File: config.mk
export PLATFORM = sky130hd
export DESIGN_NAME = trim_nack_gen
export DESIGN_NICKNAME = d
export VERILOG_FILES = /design/src/rtl/trim_nack_pkg.sv /design/src/rtl/trim_classify.sv /design/src/rtl/trim_sat_cnt.sv /design/src/rtl/trim_nack_fifo.sv /design/src/rtl/trim_nack_gen.sv
export SDC_FILE = /design/constraint.sdc
export NUM_CORES = 1
export LEC_CHECK = 0
export BUFFER_PORTS_ARGS = -buffer_cell sky130_fd_sc_hd__clkbuf_2
export CORE_UTILIZATION = 45
export CTS_BUF_LIST = sky130_fd_sc_hd__clkbuf_2 sky130_fd_sc_hd__clkbuf_4 sky130_fd_sc_hd__clkbuf_8
export CTS_CLUSTER_DIAMETER = 120
export DETAILED_ROUTE_END_ITERATION = 16
export GPL_ROUTABILITY_DRIVEN = 0
export PLACE_DENSITY_LB_ADDON = 0.12
export SETUP_SLACK_MARGIN = 0.4
export SLEW_MARGIN = 25
export SYNTH_ARGS = -nofsm -noshare
export SYNTH_HDL_FRONTEND = slang
export SYNTH_HIERARCHICAL = 1
export SYNTH_SLANG_ARGS = --single-unit
File: constraint.sdc
create_clock -name clk -period 5.3 [get_ports clk]
set_input_delay 0.53 -clock clk [delete_from_list [all_inputs] [get_ports clk]]
set_output_delay 0.53 -clock clk [all_outputs]
set_load 0.005 [all_outputs]
File: src/rtl/trim_nack_pkg.sv
package trim_nack_pkg;
  typedef enum logic [1:0] {
    PKT_NONE      = 2'd0,
    PKT_DATA      = 2'd1,
    PKT_TRIM      = 2'd2,
    PKT_MALFORMED = 2'd3
  } pkt_kind_e;
endpackage

File: src/rtl/trim_classify.sv
module trim_classify
  import trim_nack_pkg::*;
#(
  parameter logic [5:0] TRIM_DSCP = 6'h0A,
  parameter int LEN_W = 14
) (
  input  logic             valid_i,
  input  logic [5:0]       dscp_i,
  input  logic [LEN_W-1:0] rx_len_i,
  input  logic [LEN_W-1:0] decl_len_i,
  output pkt_kind_e        kind_o
);
  logic marked;
  logic short_len;

  always_comb begin
    marked    = (dscp_i == TRIM_DSCP);
    short_len = (rx_len_i < decl_len_i);
    if (!valid_i)       kind_o = PKT_NONE;
    else if (!marked)   kind_o = PKT_DATA;
    else if (short_len) kind_o = PKT_TRIM;
    else                kind_o = PKT_MALFORMED;
  end
endmodule

File: src/rtl/trim_sat_cnt.sv
module trim_sat_cnt #(
  parameter int W = 8
) (
  input  logic         clk,
  input  logic         rst_n,
  input  logic         inc_i,
  output logic [W-1:0] cnt_o
);
  localparam logic [W-1:0] MAXV = {W{1'b1}};
  logic         en;
  logic [W-1:0] cnt_d;

  always_comb begin
    en    = inc_i && (cnt_o != MAXV);
    cnt_d = cnt_o + 1'b1;
  end

  always_ff @(posedge clk or negedge rst_n) begin
    if (!rst_n)  cnt_o <= '0;
    else if (en) cnt_o <= cnt_d;
  end
endmodule

File: src/rtl/trim_nack_fifo.sv
module trim_nack_fifo #(
  parameter int W     = 49,
  parameter int DEPTH = 4
) (
  input  logic         clk,
  input  logic         rst_n,
  input  logic         push_i,
  input  logic [W-1:0] data_i,
  output logic         drop_o,
  output logic         valid_o,
  input  logic         ready_i,
  output logic [W-1:0] data_o
);
  localparam int AW = (DEPTH > 1) ? $clog2(DEPTH) : 1;
  localparam logic [AW:0] FULLV = AW'(DEPTH) | (AW+1)'(DEPTH);

  logic [W-1:0]  mem [DEPTH];
  logic [AW-1:0] wr_ptr, rd_ptr, wr_ptr_d, rd_ptr_d;
  logic [AW:0]   count, count_d;
  logic          full, do_push, do_pop;

  always_comb begin
    full     = (count == FULLV);
    do_push  = push_i && !full;
    drop_o   = push_i && full;
    valid_o  = (count != '0);
    do_pop   = valid_o && ready_i;
    data_o   = mem[rd_ptr];
    wr_ptr_d = (wr_ptr == AW'(DEPTH-1)) ? '0 : wr_ptr + 1'b1;
    rd_ptr_d = (rd_ptr == AW'(DEPTH-1)) ? '0 : rd_ptr + 1'b1;
    count_d  = count + {{AW{1'b0}}, do_push} - {{AW{1'b0}}, do_pop};
  end

  always_ff @(posedge clk or negedge rst_n) begin
    if (!rst_n) begin
      wr_ptr <= '0;
      rd_ptr <= '0;
      count  <= '0;
    end else begin
      if (do_push) wr_ptr <= wr_ptr_d;
      if (do_pop)  rd_ptr <= rd_ptr_d;
      count <= count_d;
    end
  end

  always_ff @(posedge clk) begin
    if (do_push) mem[wr_ptr] <= data_i;
  end
endmodule

File: src/rtl/trim_nack_gen.sv
module trim_nack_gen
  import trim_nack_pkg::*;
#(
  parameter logic [5:0] TRIM_DSCP = 6'h0A,
  parameter int LEN_W = 14,
  parameter int PSN_W = 32,
  parameter int CTX_W = 16,
  parameter int DEPTH = 4,
  parameter int CNT_W = 8
) (
  input  logic             clk,
  input  logic             rst_n,
  input  logic             hdr_valid,
  input  logic [5:0]       hdr_dscp,
  input  logic [LEN_W-1:0] hdr_rx_len,
  input  logic [LEN_W-1:0] hdr_decl_len,
  input  logic [PSN_W-1:0] hdr_psn,
  input  logic [CTX_W-1:0] hdr_ctx,
  output logic             nack_valid,
  input  logic             nack_ready,
  output logic [PSN_W-1:0] nack_psn,
  output logic [CTX_W-1:0] nack_ctx,
  output logic             nack_retx,
  output logic             deliver_o,
  output logic [CNT_W-1:0] err_cnt,
  output logic [CNT_W-1:0] ovf_cnt
);
  localparam int REC_W = 1 + PSN_W + CTX_W;

  pkt_kind_e        kind;
  logic             push, drop, deliver_d;
  logic [REC_W-1:0] rec_in, rec_out;

  trim_classify #(.TRIM_DSCP(TRIM_DSCP), .LEN_W(LEN_W)) u_cls (
    .valid_i(hdr_valid), .dscp_i(hdr_dscp), .rx_len_i(hdr_rx_len),
    .decl_len_i(hdr_decl_len), .kind_o(kind)
  );

  always_comb begin
    push      = (kind == PKT_TRIM);
    deliver_d = (kind == PKT_DATA);
    rec_in    = {1'b1, hdr_psn, hdr_ctx};
    {nack_retx, nack_psn, nack_ctx} = rec_out;
  end

  trim_nack_fifo #(.W(REC_W), .DEPTH(DEPTH)) u_fifo (
    .clk(clk), .rst_n(rst_n), .push_i(push), .data_i(rec_in), .drop_o(drop),
    .valid_o(nack_valid), .ready_i(nack_ready), .data_o(rec_out)
  );

  trim_sat_cnt #(.W(CNT_W)) u_err (
    .clk(clk), .rst_n(rst_n), .inc_i(kind == PKT_MALFORMED), .cnt_o(err_cnt)
  );

  trim_sat_cnt #(.W(CNT_W)) u_ovf (
    .clk(clk), .rst_n(rst_n), .inc_i(drop), .cnt_o(ovf_cnt)
  );

  always_ff @(posedge clk or negedge rst_n) begin
    if (!rst_n) deliver_o <= 1'b0;
    else        deliver_o <= deliver_d;
  end
endmodule

==> summary.txt <==
Outcome
  • Status: completed

Die
  • Core area: 19,000 um^2
  • Die footprint: 20,200 um^2
  • Initial Utilization: 0.467
  • Chip Width: 142 um
  • Height of the die: 142 um
  • Io pins: 153
  • Std cell rows: 50

CTS
  • Cts bufs inserted: 37
  • Clk_lat worst skew: 520 ps
  • CTS Buffer Depth: 3
  • CTS tree: done
  • Worst-path clk slew: 60 ps
  • Clock sink total: 220
  • PostCTS Resize Cnt: 0
  • Post-CTS setup repair buffer count: 0
  • Clk root buf: clkbuf_8
  • H-tree depth: 2
  • Hold_buf cts: 0

Route
  • Vias: 4,639
  • WL final: 16.4 mm
  • Avg WL per Cell: 18.2 um
  • Number of vias per cell: 5.14
  • 1st-pass router iterations: 4
  • Iteration-0 DRC Markers: about 200
  • Antenna viol nets, final: 0
  • Number of remaining DRC errors: 0

Synth
  • Synth area leader: edfxtp_1
  • Yosys warns: 6
  • Part of the Yosys area used for sequential elements: 0.733
  • Top cells by count, synth: 196 x edfxtp_1, 48 x mux4_2, 24 x dfrtp_1
  • Post-synth ARST share: 0.109
  • Top_reg_cell synth: edfxtp_1
  • Mapped Cells: ~420
  • Synth cell types: 51
  • Share of the synthesized area in the top cell type: 0.665
  • Yosys reg bits: 220
  • Post-synth EDFFs: 196
  • Top cells by area, synth: edfxtp_1 67%, mux4_2 12%, dfrtp_1 6.8%, ha_1 3.1%, buf_12 1.1%
  • Synth Area per Inst: approximately 21 um^2
  • Post-synthesis cell area: 8840 um^2
  • Top-count cell post-synth: edfxtp_1

Setup path
  • Crit path DAT: 3590 ps
  • Worst R2R Path Depth: 9
  • Critical path origin: hdr_dscp[5]
  • Type of origin of the critical path: primary input
  • R2r endpoint: u_fifo/count[2]
  • Reg2Reg Setup Slack: 3010 ps
  • R2R Path Start: u_fifo/count[1]
  • Critical path class: in2reg
  • CP Cell Sequence: clkbuf_2, or4b_1, nor3b_2, o21ai_1, nor3_1, a21boi_1, nor2b_1, or2b_1, ha_1, inv_1, ha_1, inv_1, fa_1, xnor2_1, xnor2_1
  • CP max stage delay: 530 ps
  • Slowest CP cell: or4b_1
  • WP data required: 5680 ps
  • CP Capture Type: register
  • Crit Path Max Fanout: 10

Timing
  • Max-slew violation count: 0
  • Minimum clock period: 3210 ps
  • Max Clk Rate: 312 MHz
  • RSZ-0062 raised after global routing: false
  • Setup tns final: 0 ps
  • Slew HR: 0.444
  • Final setup vio count: 0
  • Worst-margin pin slew: 834 ps
  • Clk_skew: 25.6 ps
  • Final Cycle Share: 0.605
  • Final Hold Vio Count: 0

Cells and area
  • Finished Cell Area: 10,700 um^2
  • Share of cells above drive strength 1: 0.462
  • Nets: 722
  • Area growth syn-to-layout: 20.6%

Worst hold path
  • Path type of the worst min-delay path: in2async

GRT
  • Grt ovf: 0
  • Vias in the first global route: between 4k and 5k
  • Initial antenna violation count: 2
  • First-pass GRT wire length: between 20 and 30 mm
  • Largest net degree at the start of global routing: 43
  • Gr usage total: 0.168

Placed design
  • Input/output buffers: 152
  • DP Area: between 9000 and 10,000 um^2
  • Post-DP HPWL: 10.6 mm

Power
  • Pwr dens: 422 nW/um^2
  • P_leak: 0.00401 uW
  • NetSw: 1130 uW
  • Internal: between 3000 and 4000 uW
  • Power share of the combinational group: 0.201
  • Reg power frac: 0.452
  • Maximum vdd drop: 0.376 mV
  • Clock Power Share: 0.346
  • Switching Share: 0.251

Flow run
  • Max_cap viols: 0
## cells by family (layout without fill, tap and decap cells)
family | count (synthesis) | after routing | synth area share
AOI/OAI and AO/OA | 36 | 36 | 0.0296
xor gates and xnor gates | 6 | 6 | 0.00594
adders and majority gates | 23 | 23 | 0.0334
buffers and inverters | 33 | 248 | 0.0248
DFF | 220 | 220 | 0.733
muxes | 55 | 55 | 0.134
other | 1 | 5 | 0.000424
and+or+nand+nor | 49 | 49 | 0.0389
## worst max-delay path by stage
stage          slack (ps)                 to  depth (start not counted)
2_1_floorplan        1740   u_fifo/mem[0][0]                          7
3_3_place_gp         1650  u_fifo/mem[2][14]                          9
3_5_place_dp         1580    u_fifo/count[2]                         15
4_1_cts              2090    u_fifo/count[2]                         15
5_1_grt              1830    u_fifo/count[2]                         15
6_report             2090    u_fifo/count[2]                         15
## cell type report
cell class                 instances  area [um^2]
fill                            1487         8290
multi-input combinational        173         2160
sequential                       220         6490
clock inverter                    16          160
tap                              260          325
inverter                          21         78.8
timing repair buffer             160          833
antenna                            1         2.50
clock buffer                      51          621
## registers in the layout (all words and copies together), names as in the netlist
name and cells:
u_fifo/rd_ptr 2, u_ovf/cnt_o 8, u_fifo/wr_ptr 2, u_fifo/count 3, deliver_o 1, u_fifo/mem 196
u_err/cnt_o 8
## through the flow
step	instances	hold slack, ps	power [uW]	worst slack (ps)	util
after floorplan	426	234	2710	1740	-
after global placement	833	511	2980	1650	0.520
after detailed placement	834	528	3010	1580	0.521
after CTS	901	18.3	4580	2090	0.563
after global routing	901	59.3	4730	1830	0.563
final	902	32.1	4500	2090	0.563
## layer usage
metal / wire (um) / global-route usage / up-vias
li1: - / - / 2126
met1: 6750 / 0.202 / 2329
met2: 8100 / 0.285 / 154
met3: 1180 / 0.0498 / 30
met4: 348 / 0.0656 / 0
met5: 0 / 0 / -
## power groups by stage
stage                     Sequential (uW)  Combinational (uW)  Clock (uW)
after global routing                 2050                 993        1680
after CTS                            2040                 932        1610
after global placement               2120                 859           0
after floorplan                      1980                 728           0
after detailed placement             2080                 931           0
final                                2030                 905        1560
## placed cells by master, fill, tap and decap left out, types with 3 or more instances in the layout
| cell type | synthesis | routed |
|---|---|---|
| and3b_2 | 0 | 4 |
| mux4_2 | 48 | 48 |
| inv_1 | 21 | 21 |
| nand4_1 | 5 | 5 |
| clkinv_2 | 0 | 4 |
| bufinv_16 | 0 | 3 |
| clkbuf_8 | 0 | 38 |
| nand3_1 | 4 | 4 |
| conb_1 | 1 | 4 |
| nand2b_1 | 3 | 3 |
| a21oi_1 | 11 | 11 |
| o211ai_1 | 4 | 4 |
| a41oi_1 | 4 | 4 |
| xnor2_1 | 4 | 4 |
| clkbuf_2 | 0 | 152 |
| dfrtp_1 | 24 | 22 |
| ha_1 | 22 | 22 |
| clkinv_1 | 0 | 6 |
| nor2_1 | 4 | 4 |
| nand2_1 | 6 | 6 |
| edfxtp_1 | 196 | 196 |
| nor3_1 | 4 | 4 |
| a31oi_1 | 4 | 4 |
| buf_4 | 0 | 7 |
| clkbuf_4 | 0 | 13 |
## worst max-delay path: cells and delay by family
family          cells  cell delay, ps
compound gates      2             200
fa+ha+maj           3             790
buf+inv             3             170
xor+xnor            2             270
simple gates        5            1620
No activity file was read; power rests on OpenSTA's default activity.
